[src/rtl/ldst_agen_pkg.sv]
package ldst_agen_pkg;
  localparam int unsigned INSN_W  = 32;
  localparam int unsigned RFLD_W  = 4;
  localparam int unsigned IMM_W   = 14;
  localparam int unsigned RNUM_W  = 5;
  localparam logic [RFLD_W-1:0] RFLD_SPECIAL = 4'd15;
  localparam logic [RNUM_W-1:0] RNUM_SP      = 5'd31;

  typedef struct packed {
    logic [IMM_W-1:0]  imm;
    logic              stop;
    logic              store;
    logic              fp_dom;
    logic [RFLD_W-1:0] base;
    logic [RFLD_W-1:0] index;
    logic [RFLD_W-1:0] data;
    logic [1:0]        scale;
    logic              is_ls;
  } ls_word_t;

  typedef enum logic [1:0] {
    ALN_FREE = 2'd0,
    ALN_WORD = 2'd1,
    ALN_WIDE = 2'd2
  } align_cls_e;
endpackage

[src/rtl/ldst_decode.sv]
module ldst_decode
  import ldst_agen_pkg::*;
(
  input  logic [INSN_W-1:0] insn_i,
  output logic [RNUM_W-1:0] base_sel_o,
  output logic [RFLD_W-1:0] index_sel_o,
  output logic              index_zero_o,
  output logic [1:0]        scale_o,
  output logic [IMM_W-1:0]  imm_o,
  output logic [2:0]        size_log2_o,
  output align_cls_e        align_cls_o,
  output logic              store_o,
  output logic              prefix_o,
  output logic [RFLD_W-1:0] data_reg_o,
  output logic              is_ls_o
);
  ls_word_t w;
  assign w = ls_word_t'(insn_i);

  // base slot 15 is redirected to the stack pointer
  assign base_sel_o   = (w.base == RFLD_SPECIAL) ? RNUM_SP : {1'b0, w.base};
  assign index_sel_o  = w.index;
  assign index_zero_o = (w.index == RFLD_SPECIAL);
  assign scale_o      = w.scale;
  assign imm_o        = w.imm;
  assign store_o      = w.store;
  assign prefix_o     = (w.data == RFLD_SPECIAL);
  assign data_reg_o   = w.data;
  assign is_ls_o      = w.is_ls;

  always_comb begin
    size_log2_o = w.fp_dom ? ({1'b0, w.scale} + 3'd2) : {1'b0, w.scale};
    align_cls_o = ALN_FREE;
    if (w.fp_dom && w.scale == 2'd3) align_cls_o = ALN_WIDE;
    else if (w.fp_dom && w.scale == 2'd1) align_cls_o = ALN_WORD;
  end
endmodule

[src/rtl/ldst_addr.sv]
module ldst_addr #(
  parameter int unsigned ADDR_W = 64,
  parameter int unsigned IMM_W  = 14
) (
  input  logic [ADDR_W-1:0] base_i,
  input  logic [ADDR_W-1:0] index_i,
  input  logic              index_zero_i,
  input  logic [1:0]        scale_i,
  input  logic [IMM_W-1:0]  imm_i,
  output logic [ADDR_W-1:0] ea_o
);
  localparam int unsigned EXT_W = ADDR_W - IMM_W;

  logic [ADDR_W-1:0] idx_eff, idx_scaled, imm_ext;

  assign idx_eff = index_zero_i ? '0 : index_i;
  assign imm_ext = {{EXT_W{imm_i[IMM_W-1]}}, imm_i};

  always_comb begin
    unique case (scale_i)
      2'd0:    idx_scaled = idx_eff;
      2'd1:    idx_scaled = {idx_eff[ADDR_W-2:0], 1'b0};
      2'd2:    idx_scaled = {idx_eff[ADDR_W-3:0], 2'b0};
      default: idx_scaled = {idx_eff[ADDR_W-4:0], 3'b0};
    endcase
  end

  // modulo 2^ADDR_W, carry out discarded
  assign ea_o = base_i + idx_scaled + imm_ext;
endmodule

[src/rtl/ldst_align.sv]
module ldst_align
  import ldst_agen_pkg::*;
#(
  parameter int unsigned ADDR_W    = 64,
  parameter int unsigned WORD_LOG2 = 2,
  parameter int unsigned WIDE_LOG2 = 5
) (
  input  logic [ADDR_W-1:0] ea_i,
  input  align_cls_e        cls_i,
  output logic              misalign_o
);
  logic word_off, wide_off;
  assign word_off = |ea_i[WORD_LOG2-1:0];
  assign wide_off = |ea_i[WIDE_LOG2-1:0];

  always_comb begin
    unique case (cls_i)
      ALN_WORD: misalign_o = word_off;
      ALN_WIDE: misalign_o = wide_off;
      default:  misalign_o = 1'b0;
    endcase
  end
endmodule

[src/rtl/ldst_agen.sv]
module ldst_agen
  import ldst_agen_pkg::*;
#(
  parameter int unsigned ADDR_W    = 64,
  parameter int unsigned WORD_LOG2 = 2,
  parameter int unsigned WIDE_LOG2 = 5
) (
  input  logic              clk_i,
  input  logic              rst_ni,
  input  logic              valid_i,
  input  logic [INSN_W-1:0] insn_i,
  output logic [RNUM_W-1:0] rd_base_idx_o,
  output logic [RFLD_W-1:0] rd_index_idx_o,
  input  logic [ADDR_W-1:0] rd_base_val_i,
  input  logic [ADDR_W-1:0] rd_index_val_i,
  output logic              vld_o,
  output logic [ADDR_W-1:0] addr_o,
  output logic [2:0]        size_o,
  output logic              store_o,
  output logic [RFLD_W-1:0] data_reg_o,
  output logic              prefix_o,
  output logic              fault_o
);
  logic              index_zero, d_store, d_prefix, d_is_ls, misalign, accept;
  logic [1:0]        scale;
  logic [IMM_W-1:0]  imm;
  logic [2:0]        size_log2;
  logic [RFLD_W-1:0] data_reg;
  logic [ADDR_W-1:0] ea;
  align_cls_e        align_cls;

  ldst_decode u_dec (
    .insn_i      (insn_i),
    .base_sel_o  (rd_base_idx_o),
    .index_sel_o (rd_index_idx_o),
    .index_zero_o(index_zero),
    .scale_o     (scale),
    .imm_o       (imm),
    .size_log2_o (size_log2),
    .align_cls_o (align_cls),
    .store_o     (d_store),
    .prefix_o    (d_prefix),
    .data_reg_o  (data_reg),
    .is_ls_o     (d_is_ls)
  );

  ldst_addr #(.ADDR_W(ADDR_W), .IMM_W(IMM_W)) u_addr (
    .base_i      (rd_base_val_i),
    .index_i     (rd_index_val_i),
    .index_zero_i(index_zero),
    .scale_i     (scale),
    .imm_i       (imm),
    .ea_o        (ea)
  );

  ldst_align #(.ADDR_W(ADDR_W), .WORD_LOG2(WORD_LOG2), .WIDE_LOG2(WIDE_LOG2)) u_aln (
    .ea_i      (ea),
    .cls_i     (align_cls),
    .misalign_o(misalign)
  );

  assign accept = valid_i & d_is_ls;

  always_ff @(posedge clk_i or negedge rst_ni) begin
    if (!rst_ni) begin
      vld_o   <= 1'b0;
      fault_o <= 1'b0;
    end else begin
      vld_o   <= accept;
      fault_o <= accept & misalign;
    end
  end

  // payload only loads on an accepted word
  always_ff @(posedge clk_i or negedge rst_ni) begin
    if (!rst_ni) begin
      addr_o     <= '0;
      size_o     <= '0;
      store_o    <= 1'b0;
      data_reg_o <= '0;
      prefix_o   <= 1'b0;
    end else if (accept) begin
      addr_o     <= ea;
      size_o     <= size_log2;
      store_o    <= d_store;
      data_reg_o <= data_reg;
      prefix_o   <= d_prefix;
    end
  end
endmodule

[config.mk]
export PLATFORM = sky130hd
export DESIGN_NAME = ldst_agen
export DESIGN_NICKNAME = d
export VERILOG_FILES = /design/src/rtl/ldst_agen_pkg.sv /design/src/rtl/ldst_decode.sv /design/src/rtl/ldst_addr.sv /design/src/rtl/ldst_align.sv /design/src/rtl/ldst_agen.sv
export SDC_FILE = /design/constraint.sdc
export NUM_CORES = 1
export LEC_CHECK = 0
export ABC_AREA = 1
export BUFFER_PORTS_ARGS = -buffer_cell sky130_fd_sc_hd__buf_2
export CAP_MARGIN = 30
export CORE_MARGIN = 2
export CORE_UTILIZATION = 30
export DETAILED_ROUTE_END_ITERATION = 10
export GPL_TIMING_DRIVEN = 1
export HOLD_SLACK_MARGIN = 0.1
export PLACE_DENSITY_LB_ADDON = 0.2
export SYNTH_ARGS = -nofsm -noshare
export SYNTH_HDL_FRONTEND = slang
export SYNTH_SLANG_ARGS = --single-unit
[constraint.sdc]
create_clock -name clk_i -period 0.8 [get_ports clk_i]
set_clock_uncertainty 0.2 [all_clocks]
set_input_delay 0.08 -clock clk_i [delete_from_list [all_inputs] [get_ports clk_i]]
set_output_delay 0.08 -clock clk_i [all_outputs]
set_load 0.005 [all_outputs]
==> flow_summary.ini <==
[run_status]
status = complete, but fails checks
violations = hold timing, setup timing

[timing]
slew_viol_final = 0
maxSlewHeadroom_pct = 79.4
final-setup-viol-count = 143
hold_viol = 78
timing.final.crit_period_ns = 3.14
max_freq_mhz = 319
fin_tns_setup_ns = -165.98
worst_slack_ns = -2.34
worstMarginPinSlew_ns = 0.306
period_share_pct = 392
rsz0062_at_grt = yes
holdWs_ns = -0.395

[floorplanning]
core-area_um2 = 37800
start_util_pct = 30.6
chipWidth_um = 200
io_pins = 247
die_area_um2 = 40000
fp-row-count = 71
die_h_um = 200

[setup_path]
cp-end-kind = flop
required_ns = 0.84
reg2reg_to = addr_o[49]
path_max_fanout = 8
crit_path_start_kind = input pin
crit_family = simple AND/OR/NAND/NOR gates
cp_common_cell = nand2_1
crit_arrival_ns = 3.18
crit_type = in2reg
r2r_cells = 2
max_stage_delay_ns = 0.51
rrSetupSlack_ns = -0.10
path_buf_inv = 4
cp_cell_sequence = buf_6, nand4_1, buf_6, buf_12, buf_16, nand2_8, o22ai_4, a31oi_2, o21ai_2, fa_1, ha_4, nand2_4, nor2_4, nand2_2, nand3_4, nand2_1, nand2_2, nand2_1, nand2_4, nand2_1, nand2_1, nand2_1, nand3_1, nand2_1
rr_startpoint = addr_o[49]
slowest_stage = fa_1

[cts]
numCtsBuffers = 9
clk_latency_ns = 0.35
cts-htree-levels = 3
path_clk_slew_ns = 0.07
cts_tree = built
clockRootBuffer = clkbuf_16
cts.sink_count = 75
cts_buffer_depth = 2

[pwr]
p_total_mw = 40.2
cellLeakagePower_nw = 9.92
vdd_drop_max_mv = 0.947
p_per_area_nw_per_um2 = 2150

[logic_synthesis]
synthMuxAreaShare_pct = 0
syn_nets = 2210
ys_ff_latch = 75
syn-mean-instance-area_um2 = 6.01
ys_warn_count = 0
synthAdderAreaFrac_pct = 17.9
synth_cell_type_count = 41
synthArstFlopShare_pct = 100
synth_xor_area_share_pct = 1.90
synth_area_um2 = 11500
synth_edf_count = 0
synth_compound_area_share_pct = 13.1
yosys.area_share.simple_pct = 36.9
synth_top_family_by_area = simple AND/OR/NAND/NOR gates
yosysSeqAreaShare_pct = 16.3
synth_ff_type = dfrtp_1
syn_inst = 1920

[routing]
drt-initial-drc-count = 890
num_vias = 13998
drt-pass1-iter-count = 6
route.detailed.drc = 0
wl_um = 51200
drt-wirelength-per-cell_um = 17.6
ant_nets = 0
via_per_inst = 4.81

[placed_design]
io_buffers = 245
pre_cts_ws_ns = -2.95
gp_congestion = 0.943
placed_cells = 2852
dp_hpwl_um = 42500

[layout]
fin_nets = 2685
syn_to_final_growth_pct = 62.3
stdcell_count = 2911
layout_commonest_cell = nand2_1
mostFrequentLayoutCells = nand2_1 (575), inv_1 (313), buf_4 (243)
drive_above_1_share_pct = 43.7
diodes = 0

[global_routing]
grt_pass1_vias = 13495
grt_overflow = 0
track_usage_pct = 24.7
antenna_found_initial = 0
grt_start_max_net_pins = 44
grt_pass1_wl_um = 77200

[worst_hold_path]
hold_path.class = in2async

[flow_run]
maxCapViolations = 0
[what timing repair did]
action,in CTS,in global routing
hold buffers,2,1
pin swaps,38,75
hold endpoints to repair,102,94
cloned,4,8
buffers inserted,9,22
gates resized for setup,181,294
setup endpoints to repair,144,220
[worst max path at each step]
stage | from | end | cells past startpoint
5_1_grt | insn_i[10] | addr_o[47] | 24
3_3_place_gp | insn_i[1] | addr_o[60] | 23
3_5_place_dp | insn_i[1] | addr_o[60] | 23
4_1_cts | insn_i[10] | addr_o[59] | 21
2_1_floorplan | insn_i[7] | addr_o[59] | 18
6_report | insn_i[7] | addr_o[47] | 24
[cell type report]
cell class	instances	area, um^2
Clock buffer	10	239
Clock inverter	6	96.3
Fill cell	3814	19000
Inverter	352	1340
Multi-Input combinational cell	1433	10700
Sequential cell	75	1880
Tap cell	511	639
Timing Repair Buffer	524	3830
[cell usage after synthesis, types with 12 or more instances]
| master | count | area [um^2] |
|---|---|---|
| a31oi_1 | 51 | 319 |
| fa_1 | 64 | 1280 |
| o21ai_1 | 18 | 90.1 |
| nand2_2 | 23 | 144 |
| a21oi_1 | 51 | 255 |
| buf_2 | 17 | 85.1 |
| inv_2 | 12 | 45.0 |
| nand3_1 | 77 | 385 |
| o22ai_1 | 58 | 363 |
| nor2_2 | 21 | 131 |
| o21ai_0 | 74 | 370 |
| ha_1 | 63 | 788 |
| dfrtp_1 | 75 | 1880 |
| xnor2_1 | 22 | 193 |
| nor2_1 | 84 | 315 |
| inv_1 | 337 | 1260 |
| clkbuf_1 | 28 | 105 |
| nand2_1 | 768 | 2880 |
[through the flow]
step | util [%] | hold WS [ns] | cell area (um^2)
after global placement | 42.5 | -0.141 | 16000
after global routing | 49.6 | -0.397 | 18700
after floorplan | - | -0.416 | 12600
after CTS | 45.7 | -0.260 | 17300
after detailed placement | 42.5 | -0.135 | 16000
final | 49.6 | -0.395 | 18700
[cells by family (layout without fill, tap and decap cells)]
logic type	count (synthesis)	count (layout)
AOI/OAI and AO/OA	263	263
xor gates and xnor gates	25	25
and+or+nand+nor	1018	1018
buffers and inverters	412	892
adders and majority gates	127	127
DFF	75	75
[registers in the layout (all words and copies together), names as in the netlist]
register / flops
addr_o: 64
data_reg_o: 4
fault_o: 1
prefix_o: 1
size_o: 3
store_o: 1
vld_o: 1
[metal layers]
| metal | up-vias | share of wire (%) | track usage [%] |
|---|---|---|---|
| li1 | 6930 | - | - |
| met1 | 6512 | 49 | 37.1 |
| met4 | 0 | 1.7 | 4.53 |
| met2 | 497 | 44 | 38.5 |
| met5 | - | 0 | 0 |
| met3 | 59 | 5.6 | 2.13 |
[power by group]
group	total [mW]	internal [mW]	switching (mW)	leakage, nW
logic	29.5	13.0	16.6	8.83
registers	6.01	5.12	0.892	0.928
clock network	4.64	2.86	1.78	0.161
[worst reg2reg max path: stages, from the launching register on]
cell and delay (ns):
dfrtp_1 0.44, nand2_1 0.10, nand2_1 0.06
Note: power is estimated with default switching activity, not from simulation.
